## src/rtl/tdm_audio_master.sv

```systemverilog
module tdm_audio_master #(
  parameter int SAMPLE_W      = 24,
  parameter int SETTLE_FRAMES = 516
) (
  input  logic                mclk,
  input  logic                pdn_n,
  input  logic [1:0]          mode_sel,
  input  logic [SAMPLE_W-1:0] ch0,
  input  logic [SAMPLE_W-1:0] ch1,
  input  logic [SAMPLE_W-1:0] ch2,
  input  logic [SAMPLE_W-1:0] ch3,
  output logic                bclk,
  output logic                lrck,
  output logic                sdo1,
  output logic                sdo2
);

  localparam int CNT_W = 9;
  localparam int FC_W  = $clog2(SETTLE_FRAMES + 1);
  localparam logic [1:0] M_TWO  = 2'b00;
  localparam logic [1:0] M_WIDE = 2'b01;
  localparam logic [1:0] M_NARR = 2'b11;

  logic [CNT_W-1:0]             cnt;
  logic [1:0]                   mode_q;
  logic [3:0][SAMPLE_W-1:0]     smp_q;
  logic [FC_W-1:0]              fcnt;

  wire       frame_end = (cnt == '1);
  wire       frame_beg = (cnt == '0);
  wire [1:0] mode_in   = (mode_sel == 2'b10) ? M_TWO : mode_sel;

  always_ff @(posedge mclk or negedge pdn_n) begin
    if (!pdn_n) begin
      cnt    <= '1;
      mode_q <= M_TWO;
      smp_q  <= '0;
      fcnt   <= '0;
    end else begin
      cnt <= cnt + 1'b1;
      if (frame_end) begin
        mode_q <= mode_in;
        smp_q  <= {ch3, ch2, ch1, ch0};
      end
      if (frame_beg && int'(fcnt) < SETTLE_FRAMES)
        fcnt <= fcnt + 1'b1;
    end
  end

  function automatic logic pick(input logic [SAMPLE_W-1:0] s, input logic [4:0] p);
    int idx;
    idx = SAMPLE_W - 1 - int'(p);
    if (idx >= 0 && idx < SAMPLE_W) return s[idx];
    return 1'b0;
  endfunction

  logic       bclk_d, d1, d2;
  logic [7:0] bidx;
  wire  [2:0] slot = bidx[7:5];
  wire  [4:0] pos  = bidx[4:0];

  always_comb begin
    case (mode_q)
      M_WIDE:  begin bclk_d = cnt[0]; bidx = cnt[8:1]; end
      M_NARR:  begin bclk_d = cnt[1]; bidx = {1'b0, cnt[8:2]}; end
      default: begin bclk_d = cnt[2]; bidx = {2'b00, cnt[8:3]}; end
    endcase
    if (mode_q == M_TWO) begin
      d1 = pick(smp_q[{1'b0, slot[0]}], pos);
      d2 = pick(smp_q[{1'b1, slot[0]}], pos);
    end else begin
      d1 = (slot < 3'd4) ? pick(smp_q[slot[1:0]], pos) : 1'b0;
      d2 = (mode_q == M_NARR) ? 1'b0 : d1;
    end
  end

  wire data_on = frame_beg ? (int'(fcnt) + 1 >= SETTLE_FRAMES)
                           : (int'(fcnt) >= SETTLE_FRAMES);

  always_ff @(posedge mclk or negedge pdn_n) begin
    if (!pdn_n) begin
      bclk <= 1'b0;
      lrck <= 1'b0;
      sdo1 <= 1'b0;
      sdo2 <= 1'b0;
    end else begin
      bclk <= bclk_d;
      lrck <= (slot == 3'd0);
      sdo1 <= data_on & d1;
      sdo2 <= data_on & d2;
    end
  end

  AST_LRCK_ON_FALL: assert property (@(posedge mclk) disable iff (!pdn_n)
    !$stable(lrck) |-> $fell(bclk));
  AST_DATA_ON_FALL: assert property (@(posedge mclk) disable iff (!pdn_n)
    (!$stable(sdo1) || !$stable(sdo2)) |-> $fell(bclk));
  AST_NARROW_SD2_LOW: assert property (@(posedge mclk) disable iff (!pdn_n)
    (mode_q == M_NARR) |=> !sdo2);
  AST_MUTE_WINDOW: assert property (@(posedge mclk) disable iff (!pdn_n)
    (int'(fcnt) + 1 < SETTLE_FRAMES) |=> (!sdo1 && !sdo2));
  AST_MODE_HOLD: assert property (@(posedge mclk) disable iff (!pdn_n)
    !frame_end |=> $stable(mode_q));

endmodule

```

## config.mk

```make
export PLATFORM = sky130hd
export DESIGN_NAME = tdm_audio_master
export DESIGN_NICKNAME = d
export VERILOG_FILES = /design/src/rtl/tdm_audio_master.sv
export SDC_FILE = /design/constraint.sdc
export NUM_CORES = 1
export LEC_CHECK = 0
export BUFFER_PORTS_ARGS = -buffer_cell sky130_fd_sc_hd__buf_4
export CORE_MARGIN = 3
export CORE_UTILIZATION = 60
export CTS_CLUSTER_DIAMETER = 100
export DETAILED_ROUTE_END_ITERATION = 6
export PLACE_DENSITY = 0.81
export SETUP_SLACK_MARGIN = 0.4
export SLEW_MARGIN = 20
export SYNTH_ARGS = -nofsm -noshare
export SYNTH_HDL_FRONTEND = slang
export SYNTH_SLANG_ARGS = --single-unit
```

## constraint.sdc

```tcl
create_clock -name mclk -period 7.75 [get_ports mclk]
set_input_delay 1.1625 -clock mclk [delete_from_list [all_inputs] [get_ports mclk]]
set_output_delay 1.1625 -clock mclk [all_outputs]
set_load 0.02 [all_outputs]
```

After elaboration in Yosys (flattened, before gate mapping):

Cells that the tools add are included.

* $add $sub $neg: 4
* order comparisons: 10
* equality and inequality tests: 4
* multiplexer cells: 32
* bitwise operators: 2
* reduce and logical (&&, ||, !) cells: 5

Operators with widths (count)
* 24-bit two-way mux: 5
* 24-bit binary-select mux with 2-bit select: 1
* 1-bit two-way mux: 20
* 8-bit case mux with 2 select lines: 1
* 1-bit binary-select mux with 5-bit select: 3
* 10-bit by 1-bit adder with 11-bit output (second input constant): 1
* 11-bit by 10-bit greater-or-equal comparator with 1-bit output (second input constant): 1
* 10-bit by 1-bit adder with 10-bit output (second input constant): 1
* 10-bit greater-or-equal comparator (second input constant): 1
* 10-bit less-than comparator (second input constant): 1
* 9-bit by 1-bit adder with 9-bit output (second input constant): 1
* 9-bit equality test (second input constant): 1
* 9-bit logical NOT: 1
* 6-bit by 7-bit less-than comparator with 1-bit output (second input constant): 1
* 6-bit by 1-bit greater-or-equal comparator with 1-bit output (second input constant): 1
* 2-bit by 3-bit less-than comparator with 1-bit output (second input constant): 2
* 6-bit less-than comparator (second input constant): 1
* 5-bit by 5-bit subtractor with 6-bit output (first input constant): 1
* 2-bit equality test (second input constant): 2
* 3-bit logical NOT: 1
* 1-bit by 3-bit less-than comparator with 1-bit output (second input constant): 1
* 3-bit less-than comparator (second input constant): 1
* 1-bit AND: 2
* 2-bit by 1-bit equality test with 1-bit output (second input constant): 1
* 4 further kinds: 5

* register bits after elaboration: 121
* input bits: 100
* output and inout bits: 4
* logic and storage cells: 68

Logic depth before layout (Yosys ltp):

* depth in word-level cells: 13
* gate-level depth with buffers: 14
* depth with buffers taken out: 11

Worst setup path after synthesis:

Ideal clock, no wire load.

* kind: reg-to-reg
* start: register mode_q[0]
* end: register sdo2
* library setup time: 0.095 ns
* arrival time: 2.697 ns
* required time: 7.655 ns
* setup slack: 4.957 ns
* cell stages (with the launch flop): 15
* path buffers: 3
* period minus slack after synthesis: 2.793 ns
* cell sequence: dfrtp_1 buf_2 buf_2 buf_1 nor2_1 a21oi_1 inv_1 ha_1 inv_1 nor2_1 nand3_1 a221o_1 a31oi_1 nand3_1 o31ai_1

* longest elaborated chain between the ends: 13
* elaborated cells on any way between the ends: 30
* classes of those cells: add/sub: 1; order compare: 3; eq/ne: 2; mux: 21; bitwise: 1; reduce/logical: 2

RTL lines
* start: declaration: line 25 `logic [1:0] mode_q;`
* start signal: assignment: line 42 `mode_q <= mode_in;`
* parallel branches: the longest is 11 deep, another holds 5-bit by 5-bit subtractor with 6-bit output
* 1-bit two-way mux *: line 68 `if (mode_q == M_TWO) begin`
* 1-bit AND *: line 90 `sdo2 <= data_on & d2;`
* end signal: assignment: line 90
* end: declaration: line 15 `output logic sdo2`

Every way passes the cells marked *. The select of a mux whose other input is x is not followed.
A chain may end at the register's enable or synchronous reset.

Final worst setup path:

Same ends and word-level chain as after synthesis.

==> metrics list <==
- Area Growth Syn to Fin: 22.79%
- For the worst setup path, the data required time is 8.18 ns.
- The cell area that synthesis handed to floorplanning was 6100 sq um.
- Net count, final: 723
- Number of synthesized flops with an enable pin: 0
- TritonCTS clock tree: done
- Slowest CP cell: sky130_fd_sc_hd__dfrtp_1
- After detailed routing, the average wire length per cell comes to approximately 18 microns.
- RSZ-0062 raised after global routing: no
- GPL Wtd Cong: 0.9595
* Number of gates resized after CTS: 0
* Worst setup path end: sdo2$_DFF_PN0_
- In the final layout, the share of cells above drive strength 1 is 40.38%.
- In this run the number of H-tree levels came out at 4.
- Derived from the worst setup path, the maximum achievable clock frequency is ~0.28 GHz.
- Clock latency on the worst-skew pair, taken at its later pin, is 0.53 ns.
* Worst stage delay on the critical path: 0.95 ns
* Via count: 4504
* Share of async-settable or async-resettable flops after synthesis: 100.0%
- Buffers placed on the I/O ports in this run total approximately 100.
* CP Launch Point: mode_q[0]$_DFFE_PN0N_
* Net Count, Synth: around 630
- The number of hold-slack violations in the final timing report is 0.
- After clock tree synthesis, the clock-pin slew on the worst setup and hold paths is 0.06 ns.
- Initial cell density of the core: 62.12%
- Vertical extent of the die: 106.8 microns
- The startpoint identified for the worst register-to-register timing path is mode_q[0]$_DFFE_PN0N_.
* Maximum number of pins on one net before global-route repair: 73
- The worst setup path is of the flip-flop to flip-flop kind.
* Top cells by area, synth: sky130_fd_sc_hd__dfrtp_1, sky130_fd_sc_hd__mux2_2, sky130_fd_sc_hd__mux2i_1
- Top-level I/O count: 104
- Summed over all nets, the half-perimeter wirelength after detailed placement is 9.705 mm.
* Hold Buf Count CTS: 0
- The worst register-to-register path has a setup slack of 4.23 ns.
- Worst supply voltage drop on vdd: 0.0001655 V
* Vias per cell: 5.911
- The number of antenna violations at the first check in global routing came to 0.
* Final worst-path setup slack: 4.228 ns
* Power density over the cells: 189.1 nW/um^2
* Kind of path behind the tightest hold check: flip-flop to flip-flop
- Dominant synthesized flop cell: sky130_fd_sc_hd__dfrtp_1
* Number of library cell types mapped by synthesis: 51
- Total power for the finished layout comes to 1.416 mW.
- Dominant cell type by area after synthesis: sky130_fd_sc_hd__dfrtp_1
- Total count of max-transition violations in the final report: 0
- The synthesized design contains between 100 and 150 register bits.
- ANT cells: 0
- The first global-routing pass estimated ~23 mm of wire.
- Total congestion overflow: 0
- In this run the remaining antenna-violating nets after routing total 0.
- At the end of the flow the core is filled with cells to 76.27%.
* Endpoint type of the worst setup path: flip-flop
- Counting cells, the worst reg-to-reg path comes to 8.
- In this run, the number of DRC markers left after iteration 0 of detailed routing was 265.
* Library cell used as clock root buffer: sky130_fd_sc_hd__clkbuf_8
* Clock tree skew after final layout: 0.007410 ns
* Full die area: 11410 sq um
* Startpoint Class: flip-flop
* Worst Tran Pin Value: 1.033 ns
- The Yosys step of the flow raised 0 warnings.
* MaxCap Viol Count: 0
- The clock period could shrink to 3.522 ns.
- Tightest slew margin relative to the limit: 31.14%
* End of the worst register-to-register path: sdo2$_DFF_PN0_
- Global routing used 26.51% of the available tracks across all layers.
- Die extent in x: 106.8 microns
* Proportion of synthesized chip area in sequential cells: roughly half
* TNS Setup: 0 ns
- After floorplanning, the core was divided into 36 placement rows.
* Total leakage power: about 3.6 nW
- DRC Markers: 0
- Dividing the synthesized area by the synthesized cell count gives 11.71 sq um.
- The core region is 9819 sq um.
- Critical Path AT: 3.96 ns
- Number of global-route vias before repair: 4688
* Wire length after detailed routing: 13.93 mm
* Synthesized instance count: 521
- Post-Place Setup Slack: 4.300 ns
- In this run the biggest area consumer among cell types represents 45.95% of the synthesized area.
- Cts bufs inserted: 17
- Number of optimization iterations in the first detailed-route pass: 5
* Crit path max fanout: 33
- Critical path, cell by cell: nor2_1, a21oi_2, a2111oi_0, or4_1, o21a_1, a211oi_1, o2bb2ai_1, o31ai_1
* Startpoint of the tightest hold check path: smp_q[7]$_DFFE_PN0N_
- The clock passes through at most 2 buffers.
- In the finished design, the share of the clock period the worst path needs comes to between 40% and 50%.
* Setup fix buffers added after clock tree synthesis: 0
- Setup violations remaining at the end of the flow were counted as 0.
- The flow ran to the end, and the final reports show no timing, DRC or antenna violations.
* Total number of clock tree sinks: 121
routing by layer:
layer / vias up / wire length [microns] / track usage [%]
li1: 2084 / - / -
met1: 2213 / 6003 / 35.11
met2: 183 / 6887 / 42.49
met3: 24 / 824 / 7.044
met4: 0 / 218 / 9.315
met5: - / 0 / 0
cells by family (layout without fill, tap and decap cells):
family,after synthesis,after routing,share of synthesized area (%)
AND/OR/NAND/NOR,114,114,8.534
multiplexers,135,135,25.50
AO/OA/AOI/OAI,82,82,9.046
buffers and inverters,47,155,3.508
adder cells (fa/ha/maj),7,7,1.436
XOR/XNOR,15,15,2.154
flip-flops,121,121,49.83
worst min-delay path by stage:
stage                            end  slack [ns]  cells after the start
6_report        smp_q[7]$_DFFE_PN0N_        0.51                      1
5_1_grt        smp_q[93]$_DFFE_PN0N_        0.52                      1
4_1_cts        smp_q[63]$_DFFE_PN0N_        0.51                      1
3_5_place_dp   smp_q[61]$_DFFE_PN0N_        0.49                      1
3_3_place_gp   smp_q[30]$_DFFE_PN0N_        0.49                      1
2_1_floorplan  smp_q[61]$_DFFE_PN0N_        0.47                      1
placed cells by master (no fill, tap or decap), types with 2 or more instances in the layout:
| master | n |
|---|---|
| sky130_fd_sc_hd__nor3_1 | 6 |
| sky130_fd_sc_hd__clkbuf_1 | 2 |
| sky130_fd_sc_hd__dfstp_2 | 9 |
| sky130_fd_sc_hd__buf_4 | 107 |
| sky130_fd_sc_hd__a31oi_1 | 3 |
| sky130_fd_sc_hd__a22oi_1 | 4 |
| sky130_fd_sc_hd__a21o_1 | 6 |
| sky130_fd_sc_hd__nand4_1 | 7 |
| sky130_fd_sc_hd__clkinvlp_4 | 5 |
| sky130_fd_sc_hd__clkinv_2 | 2 |
| sky130_fd_sc_hd__nand3_1 | 15 |
| sky130_fd_sc_hd__clkbuf_16 | 16 |
| sky130_fd_sc_hd__xnor2_1 | 12 |
| sky130_fd_sc_hd__and3_1 | 6 |
| sky130_fd_sc_hd__mux2i_1 | 31 |
| sky130_fd_sc_hd__and2_1 | 4 |
| sky130_fd_sc_hd__clkinv_4 | 2 |
| sky130_fd_sc_hd__nand2_1 | 44 |
| sky130_fd_sc_hd__o21a_1 | 2 |
| sky130_fd_sc_hd__a21oi_1 | 19 |
| sky130_fd_sc_hd__nor2_1 | 24 |
| sky130_fd_sc_hd__inv_1 | 16 |
| sky130_fd_sc_hd__o21ai_0 | 17 |
| sky130_fd_sc_hd__o22ai_1 | 3 |
| sky130_fd_sc_hd__ha_1 | 6 |
| sky130_fd_sc_hd__a2111oi_0 | 6 |
| sky130_fd_sc_hd__mux4_2 | 6 |
| sky130_fd_sc_hd__o2bb2ai_1 | 2 |
| sky130_fd_sc_hd__dfrtp_1 | 112 |
| sky130_fd_sc_hd__o31ai_1 | 2 |
| sky130_fd_sc_hd__a211oi_1 | 5 |
| sky130_fd_sc_hd__nor4_1 | 4 |
| sky130_fd_sc_hd__a21oi_2 | 3 |
| sky130_fd_sc_hd__clkbuf_8 | 4 |
| sky130_fd_sc_hd__mux2_2 | 95 |
| sky130_fd_sc_hd__xor2_1 | 3 |
state kept, by name, summed over array words and instances, names as in the netlist:
signal	count
sdo2	1
smp_q	96
fcnt	10
cnt	9
mode_q	2
sdo1	1
bclk	1
lrck	1
cell type report:
type	count	area, sq um
flip-flops and latches	121	3039
multi-input cells	353	2863
repair buffers	107	803.3
clock inverters	10	95.09
well taps	133	166.4
inverters	16	60.06
clock buffers	22	462.9
fillers	662	2330
critical path, delay by kind of cell (launching register included):
kind               cells  cell delay [ns]
DFF                    1             0.95
and+or+nand+nor        2             0.72
AOI/OAI and AO/OA      6             1.75
per-stage QoR:
| stage | instance area, sq um | hold WS (ns) | std cells |
|---|---|---|---|
| after floorplan | 6100 | 0.4733 | 521 |
| after global placement | 6932 | 0.4855 | 730 |
| after detailed placement | 6932 | 0.4945 | 730 |
| after CTS | 7490 | 0.5082 | 762 |
| after global routing | 7490 | 0.5232 | 762 |
| final | 7490 | 0.5081 | 762 |
Yosys cell counts (all sizes together), types with 4 or more instances:
library cell    n
a21oi          22
mux2i          32
nand2          44
nor2           24
buf            19
nor3            6
xnor2          12
mux2           97
a211oi          5
mux4            6
a21o            6
a2111oi         6
nand4           7
clkbuf         12
and3            6
dfrtp         112
ha              7
dfstp           9
nand3          15
nor4            4
and2            4
a22oi           4
inv            16
o21ai          17
where the power goes:
part           leakage, nW  internal, mW  total [mW]  switching (mW)
registers             1.62         0.632       0.632               0
logic                 1.71        0.0316      0.0515          0.0199
clock network        0.259         0.450       0.733           0.283
(Power assumes the default switching activity.)
